**config.mk**
```make
export PLATFORM = sky130hd
export DESIGN_NAME = fwd_ctrl_unit
export DESIGN_NICKNAME = d
export VERILOG_FILES = /design/src/rtl/fwd_pkg.sv /design/src/rtl/fwd_src_match.sv /design/src/rtl/fwd_opsel.sv /design/src/rtl/fwd_ctrl_unit.sv
export SDC_FILE = /design/constraint.sdc
export NUM_CORES = 1
export LEC_CHECK = 0
export CAP_MARGIN = 20
export CORE_AREA = 2 2 39 41
export DETAILED_ROUTE_END_ITERATION = 8
export DIE_AREA = 0 0 41 43
export PLACE_DENSITY_LB_ADDON = 0.3
export SLEW_MARGIN = 40
export SYNTH_ARGS = -nofsm -noshare
export SYNTH_HDL_FRONTEND = slang
export SYNTH_SLANG_ARGS = --single-unit
```
**constraint.sdc**
```tcl
create_clock -name vclk -period 1.5
set_input_delay 0.225 -clock vclk [all_inputs]
set_output_delay 0.225 -clock vclk [all_outputs]
set_load 0.02 [all_outputs]
```
**src/rtl/fwd_pkg.sv**
```systemverilog
// Package: shared encodings for the decode-stage forwarding selector.
// Assumes a four-input ALU operand mux whose input order matches opsel_e.
package fwd_pkg;
    typedef enum logic [1:0] {
        OPSEL_RF    = 2'b00,  // register-file read data
        OPSEL_NEAR  = 2'b01,  // result of the instruction one stage ahead
        OPSEL_FAR   = 2'b10,  // result of the instruction two stages ahead
        OPSEL_FIELD = 2'b11   // immediate or shift-amount field
    } opsel_e;
endpackage

```
**src/rtl/fwd_src_match.sv**
```systemverilog
// Module: fwd_src_match
// Flags that one source index is produced by one older stage.
// Assumes register index 0 is hard-wired zero and is never a real producer.
module fwd_src_match #(
    parameter int IDX_W = 5
) (
    input  logic [IDX_W-1:0] src_idx,
    input  logic [IDX_W-1:0] dst_idx,
    input  logic             dst_we,
    output logic             hit
);
    // Qualified equality: enabled write, nonzero destination, same index.
    always_comb begin
        hit = dst_we && (dst_idx != '0) && (dst_idx == src_idx);
    end
endmodule

```
**src/rtl/fwd_opsel.sv**
```systemverilog
// Module: fwd_opsel
// Turns the match flags of one operand into a mux select code.
// Assumes the field operand overrides any forward and the younger producer wins.
module fwd_opsel
    import fwd_pkg::*;
(
    input  logic   use_field,
    input  logic   hit_near,
    input  logic   hit_far,
    output opsel_e sel
);
    // Priority select: field, then nearest producer, then farther, then RF.
    always_comb begin
        if (use_field)     sel = OPSEL_FIELD;
        else if (hit_near) sel = OPSEL_NEAR;
        else if (hit_far)  sel = OPSEL_FAR;
        else               sel = OPSEL_RF;
    end
endmodule

```
**src/rtl/fwd_ctrl_unit.sv**
```systemverilog
// Module: fwd_ctrl_unit (top)
// Decode-stage forwarding selector: computes ALU operand and store-data
// mux selects for the instruction in decode. Purely combinational.
// Assumes the register file writes early enough that write-back needs no compare,
// and that load-use stalls are handled elsewhere.
module fwd_ctrl_unit
    import fwd_pkg::*;
#(
    parameter int IDX_W = 5
) (
    input  logic [IDX_W-1:0] dec_rs,
    input  logic [IDX_W-1:0] dec_rt,
    input  logic [IDX_W-1:0] ex_dst,
    input  logic [IDX_W-1:0] mem_dst,
    input  logic             ex_wr_en,
    input  logic             mem_wr_en,
    input  logic             use_shamt,
    input  logic             use_imm,
    output logic [1:0]       alu_sel_a,
    output logic [1:0]       alu_sel_b,
    output logic             st_sel_ex,
    output logic             st_sel_mem
);
    localparam int N_SRC = 2;  // operand 0 = Rs, operand 1 = Rt
    localparam int N_STG = 2;  // stage 0 = execute (near), stage 1 = memory (far)

    logic [N_SRC-1:0][IDX_W-1:0] src_idx;
    logic [N_STG-1:0][IDX_W-1:0] stg_dst;
    logic [N_STG-1:0]            stg_we;
    logic [N_SRC-1:0]            use_field;
    logic [N_SRC-1:0][N_STG-1:0] hit;
    opsel_e                      sel [N_SRC];

    // Gather per-operand and per-stage inputs into indexed vectors.
    always_comb begin
        src_idx[0]   = dec_rs;
        src_idx[1]   = dec_rt;
        stg_dst[0]   = ex_dst;
        stg_dst[1]   = mem_dst;
        stg_we[0]    = ex_wr_en;
        stg_we[1]    = mem_wr_en;
        use_field[0] = use_shamt;
        use_field[1] = use_imm;
    end

    for (genvar s = 0; s < N_SRC; s++) begin : g_src
        for (genvar p = 0; p < N_STG; p++) begin : g_stg
            fwd_src_match #(.IDX_W(IDX_W)) u_match (
                .src_idx (src_idx[s]),
                .dst_idx (stg_dst[p]),
                .dst_we  (stg_we[p]),
                .hit     (hit[s][p])
            );
        end
        fwd_opsel u_sel (
            .use_field (use_field[s]),
            .hit_near  (hit[s][0]),
            .hit_far   (hit[s][1]),
            .sel       (sel[s])
        );
    end

    // Drive the outputs; store data always reads Rt, so its selects ignore field use.
    always_comb begin
        alu_sel_a  = sel[0];
        alu_sel_b  = sel[1];
        st_sel_mem = hit[1][0];
        st_sel_ex  = hit[1][1];
    end
endmodule

```
## After elaboration in Yosys (flattened, before gate mapping)

Cells that the tools add are included.

| word-level totals | value |
|---|---|
| word-level logic and storage cells | 18 |
| memory bits (writable) | 0 |
| output and inout bits | 6 |
| input bits | 24 |
| memory bits (read-only) | 0 |
| memories | 0 |
| register bits after elaboration | 0 |
| latch bits | 0 |

| operators by class | value |
|---|---|
| $mul | 0 |
| add/sub/neg operators | 0 |
| bitwise logic cells | 0 |
| multiplexer cells | 6 |
| div/mod/pow operators | 0 |
| shifts and indexed selects | 0 |
| reduce and logical (&&, ||, !) cells | 8 |
| equal/unequal tests | 4 |
| $lt $le $gt $ge | 0 |

Operators with widths:

| kind | count |
|---|---|
| $eq 5x5->1 | 4 |
| $mux 2 | 6 |
| $reduce_bool 5->1 | 2 |
| $logic_and 1x1->1 | 6 |

## Longest topological paths before layout

| logic depth | value |
|---|---|
| word-level depth | 6 |
| gate-level depth with buffers | 4 |
| depth with buffers taken out | 4 |

## Modules after synthesis

Synthesis repeated with hierarchy kept, for this count alone.

| second synthesis, totals | value |
|---|---|
| cell total of the unflattened synthesis | 46 |
| area, all modules | 340.3 um^2 |

By module, submodules not included:

| module | area an instance (um^2) | cells an instance | instances |
|---|---|---|---|
| fwd_src_match | 76.3 | 10 | 4 |
| fwd_opsel | 17.5 | 3 | 2 |

## Worst setup path after synthesis

Ideal clock, no wire load.

| path | value |
|---|---|
| kind | in2out |
| from | input port mem_dst[0] |
| to | output port alu_sel_b[1] |
| arrival time | 1.477 ns |
| cell stages on the path | 4 |
| setup slack | -0.202 ns |
| path through | xnor2_1 > nand4_1 > nor4_1 > a21o_1 |

| between the ends | value |
|---|---|
| cells in the longest elaborated chain, start to end | 6 |
| elaborated cells on any way between the ends | 7 |

RTL lines:

| item | line | RTL |
|---|---|---|
| start, declared | fwd_ctrl_unit.sv:14 | `input logic [IDX_W-1:0] mem_dst,` |
| $reduce_bool 5->1 | fwd_src_match.sv:14 | `hit = dst_we && (dst_idx != '0) && (dst_idx == src_idx);` |
| $logic_and 1x1->1 | fwd_src_match.sv:14 |  |
| $logic_and 1x1->1 (*) | fwd_src_match.sv:14 |  |
| via st_sel_ex | fwd_ctrl_unit.sv:21 | `output logic st_sel_ex,` |
| $mux 2 (*) | fwd_opsel.sv:16 | `else if (hit_far) sel = OPSEL_FAR;` |
| $mux 2 (*) | fwd_opsel.sv:15 | `else if (hit_near) sel = OPSEL_NEAR;` |
| $mux 2 (*) | fwd_opsel.sv:14 | `if (use_field) sel = OPSEL_FIELD;` |
| end, declared | fwd_ctrl_unit.sv:20 | `output logic [1:0] alu_sel_b,` |

The timed path passes the listed nets; every way through them passes the cells marked *.

## Final worst setup path

| path | value |
|---|---|
| from | input port ex_dst[1] |
| to | output port alu_sel_a[0] |

| between the ends | value |
|---|---|
| cells in the longest elaborated chain, start to end | 5 |
| elaborated cells on any way between the ends | 6 |

RTL lines:

| item | line | RTL |
|---|---|---|
| start, declared | fwd_ctrl_unit.sv:13 | `input logic [IDX_W-1:0] ex_dst,` |
| $reduce_bool 5->1 | fwd_src_match.sv:14 |  |
| $logic_and 1x1->1 | fwd_src_match.sv:14 |  |
| $logic_and 1x1->1 (*) | fwd_src_match.sv:14 |  |
| $mux 2 (*) | fwd_opsel.sv:15 |  |
| $mux 2 (*) | fwd_opsel.sv:14 |  |
| end, declared | fwd_ctrl_unit.sv:19 | `output logic [1:0] alu_sel_a,` |

Every way passes the cells marked *; elsewhere a longest branch is shown, timed or not.

==> out/metrics.cfg <==
[outcome]
status=finished, violations left
violations=negative setup slack

[global_route]
grt_max_degree=4
track_usage_pct=14.6
grt_pass1_wl_um=1830
antenna_found_initial=0
grt_pass1_vias=434
gr-total-overflow=0

[timing]
worst_pin_slew_ns=0.246
relSlewSlack_pct=83.5
max_clock_freq_mhz=611
timing.final.ws_setup_ns=-0.137
fin_crit_ns=1.64
rsz0062_at_grt=yes
maxSlewViolCount=0
setup_viol=5
period_share_pct=109
hold_viol_final=0

[hold_path]
holdCritStartpoint=mem_dst[1]
min_path_type=input pin to output pin

[layout]
drive_gt1_share_pct=68.8
synthToLayoutAreaGrowth_pct=174
register_area_um2=0
antennaDiodeCount=0
fin_nets=103
fill_cells=137
nClkBuffers=0
seq_cells=0

[power]
combPwrFrac_pct=100.0
p_sw_mw=0.0855
p_sw_share_pct=39.5
p_leak_nw=0.360
pwr-share-seq_pct=0
ir_drop_uv=106
cellPowerDensity_nw_per_um2=277
p_int_mw=0.131
total_power_mw=0.217
power_frac_clock_pct=0

[worst_setup_path]
critPathKind=input pin to output pin
start_kind=input pin
crit_end=alu_sel_a[0]
required_ns=1.27
critPathMaxFanout=3
cp.arrival_ns=1.41
endpoint_kind=output pin
startpoint=ex_dst[1]

[die]
die_area_um2=1760
io_pins=30
die_w_um=41
fp.coreArea_um2=1380
rows=14
initial_core_util_pct=20.6
die_h_um=43

[route]
drt_wl_total_um=1170
vias=414
ant_nets=0
via_per_inst=4.45
first_pass_iters=1
drt_iter0_markers=0
drcViolationCount=0
avgRoutedWirePerCell_um=12.5

[place]
post-place-ws_ns=-0.978
place_congestion=0.706
port-buffer-count=30
hpwl_um=896

[synth]
syn_nets=61
seq_area_frac_synth_pct=0
netlist_instances=37
synthDistinctLibCells=12
yosysWarnings=0
netlist_area_um2=285
synth.avg_cell_area_um2=7.71

[clock_tree]
cts_hold_buf=0

[flow_run]
drv_cap=0

power groups by stage:
stage	registers (mW)	clock network [mW]	logic [mW]
after CTS	0	0	0.212
after global placement	0	0	0.185
after global routing	0	0	0.231
final	0	0	0.217
after floorplan	0	0	0.0645
after detailed placement	0	0	0.185
cells by family (layout without fill, tap and decap cells):
group | after synthesis | count (layout) | synth area share [%]
XOR/XNOR | 20 | 20 | 61.4
AO/OA/AOI/OAI | 2 | 2 | 5.27
buffers and inverters | 1 | 41 | 1.31
AND/OR/NAND/NOR | 14 | 14 | 32.0
critical path, cell delays in order:
cell and delay [ns]:
buf_8 0.10, or4_4 0.54, nor2_4 0.13, nor4_4 0.05, or2_1 0.22, buf_6 0.13
area by class of cell:
cell class | instances | area [um^2] | area share [%]
Multi-Input combinational cell | 36 | 393 | 50.2
Timing Repair Buffer | 40 | 365 | 46.7
Tap cell | 16 | 20.0 | 2.56
Inverter | 1 | 3.75 | 0.480
cells in the mapped netlist:
library cell | instances | area [um^2]
xor2_1 | 8 | 70.1
nand2b_1 | 1 | 6.26
or2_1 | 1 | 6.26
or4_4 | 1 | 11.3
nor4_1 | 2 | 12.5
inv_1 | 1 | 3.75
xnor2_1 | 12 | 105
nand4_1 | 4 | 25.0
nor2_1 | 2 | 7.51
a21o_1 | 1 | 7.51
or4_1 | 3 | 22.5
o21bai_1 | 1 | 7.51
worst min-delay path by stage:
stage | cells past startpoint | endpoint | slack, ns
floorplan | 2 | st_sel_ex | 0.58
global placement | 3 | alu_sel_b[0] | 1.53
detailed placement | 3 | alu_sel_b[0] | 1.52
CTS | 4 | st_sel_ex | 0.88
global route | 4 | st_sel_ex | 0.89
finish | 4 | st_sel_ex | 0.86
cells in the final DEF, fill, tap and decap left out, types with 4 or more instances in the layout:
| master | count |
|---|---|
| buf_6 | 16 |
| buf_4 | 9 |
| xor2_1 | 8 |
| xnor2_2 | 8 |
| buf_2 | 7 |
| or4_4 | 4 |
| nand4_1 | 4 |
| xnor2_1 | 4 |
per-layer routing:
layer | GRT usage [%] | vias to the layer above | part of all wire [%]
met5 | 0 | - | 0
met4 | 0 | 0 | 0
met3 | 0 | 0 | 5.8
met2 | 27.2 | 15 | 56
met1 | 18.8 | 186 | 38
li1 | - | 213 | -
metrics by stage:
stage / util, % / area, um^2 / cells / setup TNS, ns / hold WS, ns
2_1_floorplan: - / 295 / 37 / 0 / 0.583
3_3_place_gp: 49.4 / 683 / 92 / -5.28 / 1.53
3_5_place_dp: 49.4 / 683 / 92 / -5.30 / 1.52
4_1_cts: 55.6 / 769 / 93 / -0.679 / 0.876
5_1_grt: 56.5 / 782 / 93 / -0.655 / 0.891
6_report: 56.5 / 782 / 93 / -0.527 / 0.859
timing repair:
item | in CTS | in global routing
gates cloned | 0 | 0
resized for setup | 147 | 6
pin swaps | 22 | 7
hold endpoints to repair | 0 | 0
buffers inserted | 1 | 0
setup endpoints to repair | 6 | 6
No activity file was read; power rests on OpenSTA's default activity.
